## src/rtl/tlb_pkg.sv

```systemverilog
package tlb_pkg;
    parameter int unsigned VPN_W = 20;
    parameter int unsigned PPN_W = 20;
    parameter int unsigned OFS_W = 12;

    typedef struct packed {
        logic             valid;
        logic [VPN_W-1:0] tag;
        logic [PPN_W-1:0] ppn;
    } tlb_entry_t;
endpackage

```

## src/rtl/tlb_match.sv

```systemverilog
module tlb_match #(
    parameter int unsigned N = 4,
    parameter int unsigned W = 20
) (
    input  logic [N-1:0]   valid,
    input  logic [N*W-1:0] tags,
    input  logic [W-1:0]   key,
    output logic [N-1:0]   match
);
    for (genvar g = 0; g < N; g++) begin : g_cmp
        assign match[g] = valid[g] && (tags[g*W +: W] == key);
    end
endmodule

```

## src/rtl/tlb_victim.sv

```systemverilog
module tlb_victim #(
    parameter int unsigned N     = 4,
    parameter int unsigned IDX_W = 2
) (
    input  logic [N-1:0]     valid,
    input  logic [N-1:0]     same_key,
    input  logic [IDX_W-1:0] rr_ptr,
    output logic [IDX_W-1:0] idx,
    output logic             from_rr
);
    always_comb begin
        logic free_found;
        logic key_found;
        idx        = rr_ptr;
        free_found = 1'b0;
        key_found  = 1'b0;
        // lowest empty entry
        for (int i = int'(N) - 1; i >= 0; i--) begin
            if (!valid[i]) begin
                idx        = IDX_W'(i);
                free_found = 1'b1;
            end
        end
        // an existing key beats everything
        for (int i = int'(N) - 1; i >= 0; i--) begin
            if (same_key[i]) begin
                idx       = IDX_W'(i);
                key_found = 1'b1;
            end
        end
        from_rr = !free_found && !key_found;
    end
endmodule

```

## src/rtl/tlb_fa.sv

```systemverilog
module tlb_fa
    import tlb_pkg::*;
#(
    parameter int unsigned ENTRIES = 4
) (
    input  logic                   clk,
    input  logic                   rst_n,
    input  logic                   flush,
    input  logic                   lk_req,
    input  logic [VPN_W+OFS_W-1:0] lk_vaddr,
    output logic                   lk_hit,
    output logic [PPN_W+OFS_W-1:0] lk_paddr,
    input  logic                   fill_en,
    input  logic [VPN_W-1:0]       fill_vpn,
    input  logic [PPN_W-1:0]       fill_ppn
);
    localparam int unsigned IDX_W = (ENTRIES > 1) ? $clog2(ENTRIES) : 1;
    localparam int unsigned PA_W  = PPN_W + OFS_W;

    typedef struct packed {
        tlb_entry_t [ENTRIES-1:0] ent;
        logic [IDX_W-1:0]         rr;
        logic                     hit;
        logic [PA_W-1:0]          pa;
    } tlb_state_t;

    tlb_state_t st_d, st_q;

    logic [ENTRIES-1:0]       valid_vec;
    logic [ENTRIES*VPN_W-1:0] tag_flat;
    logic [ENTRIES-1:0]       lk_match;
    logic [ENTRIES-1:0]       fill_match;
    logic [IDX_W-1:0]         vic_idx;
    logic                     vic_rr;
    logic [PPN_W-1:0]         sel_ppn;

    always_comb begin
        for (int i = 0; i < int'(ENTRIES); i++) begin
            valid_vec[i]                = st_q.ent[i].valid;
            tag_flat[i*VPN_W +: VPN_W]  = st_q.ent[i].tag;
        end
    end

    tlb_match #(.N(ENTRIES), .W(VPN_W)) i_lk_match (
        .valid (valid_vec),
        .tags  (tag_flat),
        .key   (lk_vaddr[VPN_W+OFS_W-1:OFS_W]),
        .match (lk_match)
    );

    tlb_match #(.N(ENTRIES), .W(VPN_W)) i_fill_match (
        .valid (valid_vec),
        .tags  (tag_flat),
        .key   (fill_vpn),
        .match (fill_match)
    );

    tlb_victim #(.N(ENTRIES), .IDX_W(IDX_W)) i_victim (
        .valid    (valid_vec),
        .same_key (fill_match),
        .rr_ptr   (st_q.rr),
        .idx      (vic_idx),
        .from_rr  (vic_rr)
    );

    always_comb begin
        sel_ppn = '0;
        for (int i = int'(ENTRIES) - 1; i >= 0; i--) begin
            if (lk_match[i]) sel_ppn = st_q.ent[i].ppn;
        end
    end

    always_comb begin
        st_d     = st_q;
        // lookup uses the current (old) contents
        st_d.hit = lk_req && (|lk_match);
        st_d.pa  = '0;
        if (st_d.hit) st_d.pa = {sel_ppn, lk_vaddr[OFS_W-1:0]};
        // contents update
        if (flush) begin
            for (int i = 0; i < int'(ENTRIES); i++) st_d.ent[i].valid = 1'b0;
            st_d.rr = '0;
        end else if (fill_en) begin
            st_d.ent[vic_idx].valid = 1'b1;
            st_d.ent[vic_idx].tag   = fill_vpn;
            st_d.ent[vic_idx].ppn   = fill_ppn;
            if (vic_rr) begin
                st_d.rr = (st_q.rr == IDX_W'(ENTRIES - 1)) ? '0 : st_q.rr + 1'b1;
            end
        end
    end

    always_ff @(posedge clk or negedge rst_n) begin
        if (!rst_n) st_q <= '0;
        else        st_q <= st_d;
    end

    assign lk_hit   = st_q.hit;
    assign lk_paddr = st_q.pa;

    a_r2_idle_no_hit: assert property (@(posedge clk) disable iff (!rst_n)
        !lk_req |=> !lk_hit);
    a_r3_offset_kept: assert property (@(posedge clk) disable iff (!rst_n)
        lk_req |=> (!lk_hit || lk_paddr[OFS_W-1:0] == $past(lk_vaddr[OFS_W-1:0])));
    a_r4_miss_zero: assert property (@(posedge clk) disable iff (!rst_n)
        !lk_hit |-> (lk_paddr == '0));
    a_r8_single_match: assert property (@(posedge clk) disable iff (!rst_n)
        $onehot0(lk_match));
    a_r6_free_slot_used: assert property (@(posedge clk) disable iff (!rst_n)
        (fill_en && !flush && !(|fill_match) && !(&valid_vec)) |=>
        ($countones(valid_vec) == $countones($past(valid_vec)) + 1));
    a_r9_flush_empties: assert property (@(posedge clk) disable iff (!rst_n)
        flush |=> (valid_vec == '0));
endmodule

```

## config.mk

```make
export PLATFORM = sky130hd
export DESIGN_NAME = tlb_fa
export DESIGN_NICKNAME = d
export VERILOG_FILES = /design/src/rtl/tlb_pkg.sv /design/src/rtl/tlb_match.sv /design/src/rtl/tlb_victim.sv /design/src/rtl/tlb_fa.sv
export SDC_FILE = /design/constraint.sdc
export NUM_CORES = 1
export LEC_CHECK = 0
export BUFFER_PORTS_ARGS = -buffer_cell sky130_fd_sc_hd__buf_2
export CORE_UTILIZATION = 50
export CTS_BUF_LIST = sky130_fd_sc_hd__clkbuf_4 sky130_fd_sc_hd__clkbuf_8 sky130_fd_sc_hd__clkbuf_16
export DETAILED_ROUTE_END_ITERATION = 8
export PLACE_DENSITY = 0.82
export SYNTH_ARGS = -nofsm -noshare
export SYNTH_HDL_FRONTEND = slang
export SYNTH_SLANG_ARGS = --single-unit
```

## constraint.sdc

```tcl
create_clock -name clk -period 3.3 [get_ports clk]
set_clock_uncertainty 0.05 [all_clocks]
set_input_delay 0 -clock clk [delete_from_list [all_inputs] [get_ports clk]]
set_output_delay 0 -clock clk [all_outputs]
set_load 0.005 [all_outputs]
```

After elaboration in Yosys (flattened, before gate mapping)
Cells that the tools add are included.
Widths: inputs -> output; s select.
{ "word_totals": {"reg_bits": 199, "inputBits": 77, "output_inout_bits": 33, "elab_cells": 84} }
{ "classes": {"addsub": 1, "order_cmp": 2, "n_eq_ne": 9, "muxes": 38, "bitwise_logic": 1, "n_reduce_logical": 18} }
{ "op_table": {"columns": ["operator", "n"], "rows": [
  ["$bwmux 164", 3],
  ["$demux 41 s2", 3],
  ["$mux 166", 1],
  ["$eq 20x20->1", 8],
  ["$mux 20", 5],
  ["$mux 41", 1],
  ["$mux 40", 1],
  ["$mux 32", 1],
  ["$mux 2", 11],
  ["$mux 1", 12],
  ["$logic_and 1x1->1", 11],
  ["$reduce_and 2->1", 2],
  ["$reduce_bool 2->1", 2],
  ["$reduce_or 4->1", 1],
  ["$lt 2x3->1 const B", 1],
  ["$add 2x1->2 const B", 1],
  ["$eq 2x2->1 const B", 1],
  ["$ge 2x1->1 const B", 1],
  ["$logic_not 1->1", 2],
  ["$not 1->1", 1]
]} }

Longest topological paths before layout
{ "depth": {"depth_word": 17, "mapped_depth": 10} }

Hierarchy
Synthesis repeated with hierarchy kept, for this count alone.
{ "hier_totals": {"cells_unflattened": 752, "area_unflattened_um2": 10105.9} }
{ "by_module_without_submodules": {"columns": ["module", "n_inst", "cells_per_inst", "area_per_inst_um2"], "rows": [
  ["tlb_fa", 1, 516, 8212.9],
  ["tlb_match", 2, 112, 910.9],
  ["tlb_victim", 1, 12, 71.3]
]} }

Worst setup path before layout
OpenSTA, ideal clock, no wires.
{ "synth_path": {"kind": "reg-to-reg", "startpoint": "reg st_q[138] (netlist bit)", "endpoint": "reg st_q[138] (netlist bit)", "setup_time_ps": 125, "arrival_time_ps": 2499, "required_ps": 3125, "setup_slack_ps": 626, "path_stages_with_launch": 9, "period_less_slack_ps": 2674, "cell_sequence": "dfrtp_1 > xor2_1 > or4b_1 > nor4_1 > o211ai_1 > o311a_1 > nor3_4 > buf_6 > mux2_2"} }
{ "synth_between": {"elab_chain_cells": 11} }
{ "synth_rtl": {"columns": ["element", "line", "source"], "rows": [
  ["start: declaration", "tlb_fa.sv:27", "tlb_state_t st_d, st_q;"],
  ["start signal: assignment", "tlb_fa.sv:95", "else st_q <= st_d;"],
  ["$eq 20x20->1", "tlb_match.sv:11", "assign match[g] = valid[g] && (tags[g*W +: W] == key);"],
  ["$logic_and 1x1->1", "tlb_match.sv:11", null],
  ["$mux 2 (3 in series)", "tlb_victim.sv:26", "if (same_key[i]) begin"],
  ["$lt 2x3->1 (implied by the code) / $ge 2x1->1 (equally long branches)", "tlb_fa.sv:85", "st_d.ent[vic_idx].tag = fill_vpn;"],
  ["$logic_and 1x1->1 (implied by the code)", "tlb_fa.sv:85", null],
  ["$mux 40 (implied by the code)", "tlb_fa.sv:85", null],
  ["$demux 41 s2", "tlb_fa.sv:85", null],
  ["$bwmux 164", "tlb_fa.sv:85", null],
  ["$bwmux 164 *", "tlb_fa.sv:86", "st_d.ent[vic_idx].ppn = fill_ppn;"]
]} }
Every way passes the cells marked *; elsewhere a longest branch is shown, timed or not.
A chain may end at the register's enable or synchronous reset.

Worst setup path in the final report
{ "layout_path": {"startpoint": "reg st_q[179] (netlist bit)", "endpoint": "reg st_q[181] (netlist bit)"} }
{ "layout_between": {"elab_chain_cells": 12} }
{ "layout_rtl": {"columns": ["element", "line"], "rows": [
  ["$eq 20x20->1 *", "tlb_match.sv:11"],
  ["$logic_and 1x1->1 *", "tlb_match.sv:11"],
  ["$mux 2 * (4 in series)", "tlb_victim.sv:26"],
  ["$lt 2x3->1 (implied by the code) / $ge 2x1->1 (equally long branches)", "tlb_fa.sv:85"],
  ["$logic_and 1x1->1 (implied by the code)", "tlb_fa.sv:85"],
  ["$mux 40 (implied by the code)", "tlb_fa.sv:85"],
  ["$demux 41 s2", "tlb_fa.sv:85"],
  ["$bwmux 164", "tlb_fa.sv:85"],
  ["$bwmux 164 *", "tlb_fa.sv:86"]
]} }
Marked as above.

==> impl_metrics.tcl <==
set metrics [dict create \
    status "finished clean" \
    first_pass_iters 5 \
    io_buffers 109 \
    cts_root_buffer "clkbuf_16" \
    layout_commonest_cell "dfrtp_1" \
    yosys_warnings 0 \
    dieArea_mm2 0.0214 \
    ant_nets 0 \
    crit_path_end_kind "flop" \
    tightest_slew_ns 0.898 \
    fmax_ghz 0.321 \
    total_power_uw 7100 \
    dp_cells 1204 \
    cpPeakStageDelay_ns 0.44 \
    avgSynthCellArea_um2 11.4 \
    syn_area_mm2 0.0104 \
    grt_pass1_vias 7493 \
    power.density_mw_per_mm2 585 \
    hold_path.class "input port to flop" \
    drive_gt1_share_pct 30.2 \
    grt_pass1_wl_mm 41.3 \
    syn_to_final_growth_pct 16.7 \
    synth_nets 987 \
    grt_overflow 0 \
    ff_latch_area_mm2 0.00498 \
    clk_path_buf_depth 2 \
    setup_tns_ns 0 \
    worstPathMaxFanout 41 \
    slew_headroom_pct 40.1 \
    antenna_found_initial 1 \
    antenna_cells 0 \
    synth.distinct_cells 42 \
    fp.dieH_um 146 \
    layout_common_cells "dfrtp_1 (199), mux2_2 (139), xnor2_1 (121)" \
    cts_num_sinks 199 \
    fin_crit_ns 3.12 \
    drt_wl_total_mm 25.7 \
    synthCells 909 \
    synth-edff-count 0 \
    worst_skew_pair.late_latency_ns 0.44 \
    leakagePower_uw 0.00550 \
    drv_slew 0 \
    grt_max_degree 109 \
    ys.flop_type "dfrtp_1" \
    dr.first_iter.drc_count 508 \
    worstSetupPathType "flop to flop" \
    async_flop_share_pct 100 \
    ios 110 \
    crit_path_top_delay_cell "or4bb_1" \
    post-synth-top-area-cell "dfrtp_1" \
    avgViaCountPerCell 5.57 \
    clk_pin_slew_ns 0.08 \
    timing.hold.ws_ns 0.121 \
    cts_tree "yes" \
    netlist.area_leader.share_pct 47.8 \
    fillCellCount 1629 \
    htreeDepth 4 \
    core_mm2 0.0203 \
    fin_crit_sh_pct 94.4 \
    final_hold_viol_count 0 \
    wl_per_cell_um 19.9 \
    rsz0062_at_grt "false" \
    detailed_place_hpwl_mm 18.1 \
    finalNonFillerCells 1292 \
    gp_congestion 0.949 \
    grtUsageTotal_pct 25.2 \
    seq_area_frac_synth_pct 47.8 \
    cap_violations 0 \
    ys_top_cells_by_area "dfrtp_1 (48%), mux2_2 (15%), xnor2_1 (10%), xor2_1 (3.3%), buf_4 (2.6%)" \
    drc 0 \
    synth-seq-cells 199 \
    finalNetCount 1087 \
    multiInputGateArea_mm2 0.00479 \
    cts_inserted_buffers 17 \
    cp_data_required_time_ns 3.57 \
    ir_worst_vdd_mv 0.302 \
    startpoint_type "flop" \
    path_cells "xor2_1, nor4_2, or4bb_1, nor3_1, o311ai_1, nor3_4, buf_12, mux2_2" \
    start_util_pct 51.3 \
    via_count 7200 \
    die_x_um 146 \
    setup_viol 0 \
    cp.arrival_ns 3.39 \
    num_rows 52 \
]
-- cell families (layout without fill, tap and decap cells) --
logic type | after synthesis | count (layout) | share of synthesized area, %
AOI/OAI and AO/OA | 95 | 95 | 5.79
xor gates and xnor gates | 160 | 160 | 13.5
muxes | 160 | 160 | 17.3
buffers and inverters | 130 | 243 | 6.46
DFF | 199 | 199 | 47.8
and+or+nand+nor | 164 | 164 | 9.00
adders and majority gates | 1 | 1 | 0.120
-- path summary, 6_finish.rpt --
kind / startpoint / endpoint / slack [ns] / cells past startpoint
worst min register to register: st_q[94] / st_q[94] / 0.45 / 1
worst max-delay path: st_q[179] / st_q[181] / 0.18 / 8
max in group asynchronous: rst_n / st_q[186] / 2.10 / 3
min in group asynchronous: rst_n / lk_paddr[26] / 0.19 / 2
worst min-delay path: lk_req / lk_paddr[22] / 0.12 / 4
worst max register to register: st_q[179] / st_q[181] / 0.18 / 8
-- metal layers --
| layer | track usage, % | vias to the layer above | wire [µm] |
|---|---|---|---|
| li1 | - | 3315 | - |
| met1 | 33.8 | 3586 | 11200 |
| met2 | 40.4 | 247 | 12200 |
| met3 | 4.19 | 52 | 1500 |
| met4 | 11.0 | 0 | 801 |
| met5 | 0 | - | 0 |
-- power by group --
group	switching (µW)	internal, µW
Sequential	431	2960
Combinational	759	889
Clock	996	1070
Total	2190	4920
-- timing repair --
item / CTS / global route
buffers inserted: 0 / 0
setup endpoints to repair: 0 / 40
gates resized for setup: 0 / 1
hold buffers: 56 / 0
hold endpoints to repair: 283 / 0
-- registers in the layout, indices dropped and copies added, names as in the netlist --
name	count
lk_hit	1
lk_paddr	32
st_q	166
-- worst max-delay path, delay by kind of cell (launching register included) --
kind | cells | cell delay, ns
muxes | 1 | 0.38
and+or+nand+nor | 4 | 1.43
DFF | 1 | 0.42
buffers and inverters | 1 | 0.29
AOI/OAI and AO/OA | 1 | 0.22
xor gates and xnor gates | 1 | 0.19
-- synth_stat cells (all sizes together) (3+ instances only) --
| cell | instances |
|---|---|
| o21ai | 46 |
| xor2 | 39 |
| and2 | 13 |
| inv | 26 |
| nand4 | 36 |
| nor3 | 4 |
| nand2 | 33 |
| a21oi | 3 |
| nor2 | 7 |
| clkbuf | 48 |
| xnor2 | 121 |
| nand3 | 33 |
| dfrtp | 199 |
| mux2 | 160 |
| nor4 | 18 |
| o21a | 20 |
| or4 | 5 |
| a211oi | 20 |
| buf | 56 |
-- metrics by stage --
stage	utilization, %	worst slack, ns	cell area [µm²]
2_1_floorplan	-	0.626	10400
5_1_grt	59.8	0.0610	12100
3_5_place_dp	54.1	0.192	11000
6_report	59.8	0.185	12100
3_3_place_gp	54.1	0.265	11000
4_1_cts	59.8	0.142	12100
-- area by class of cell --
type	instances	share of cell area (%)
Timing Repair Buffer	185	11.1
Multi-Input combinational cell	580	39.4
Tap cell	270	2.78
Sequential cell	199	41.0
Clock inverter	15	1.37
Clock buffer	17	3.50
Inverter	26	0.803
Power figures use the tool's default switching activity.
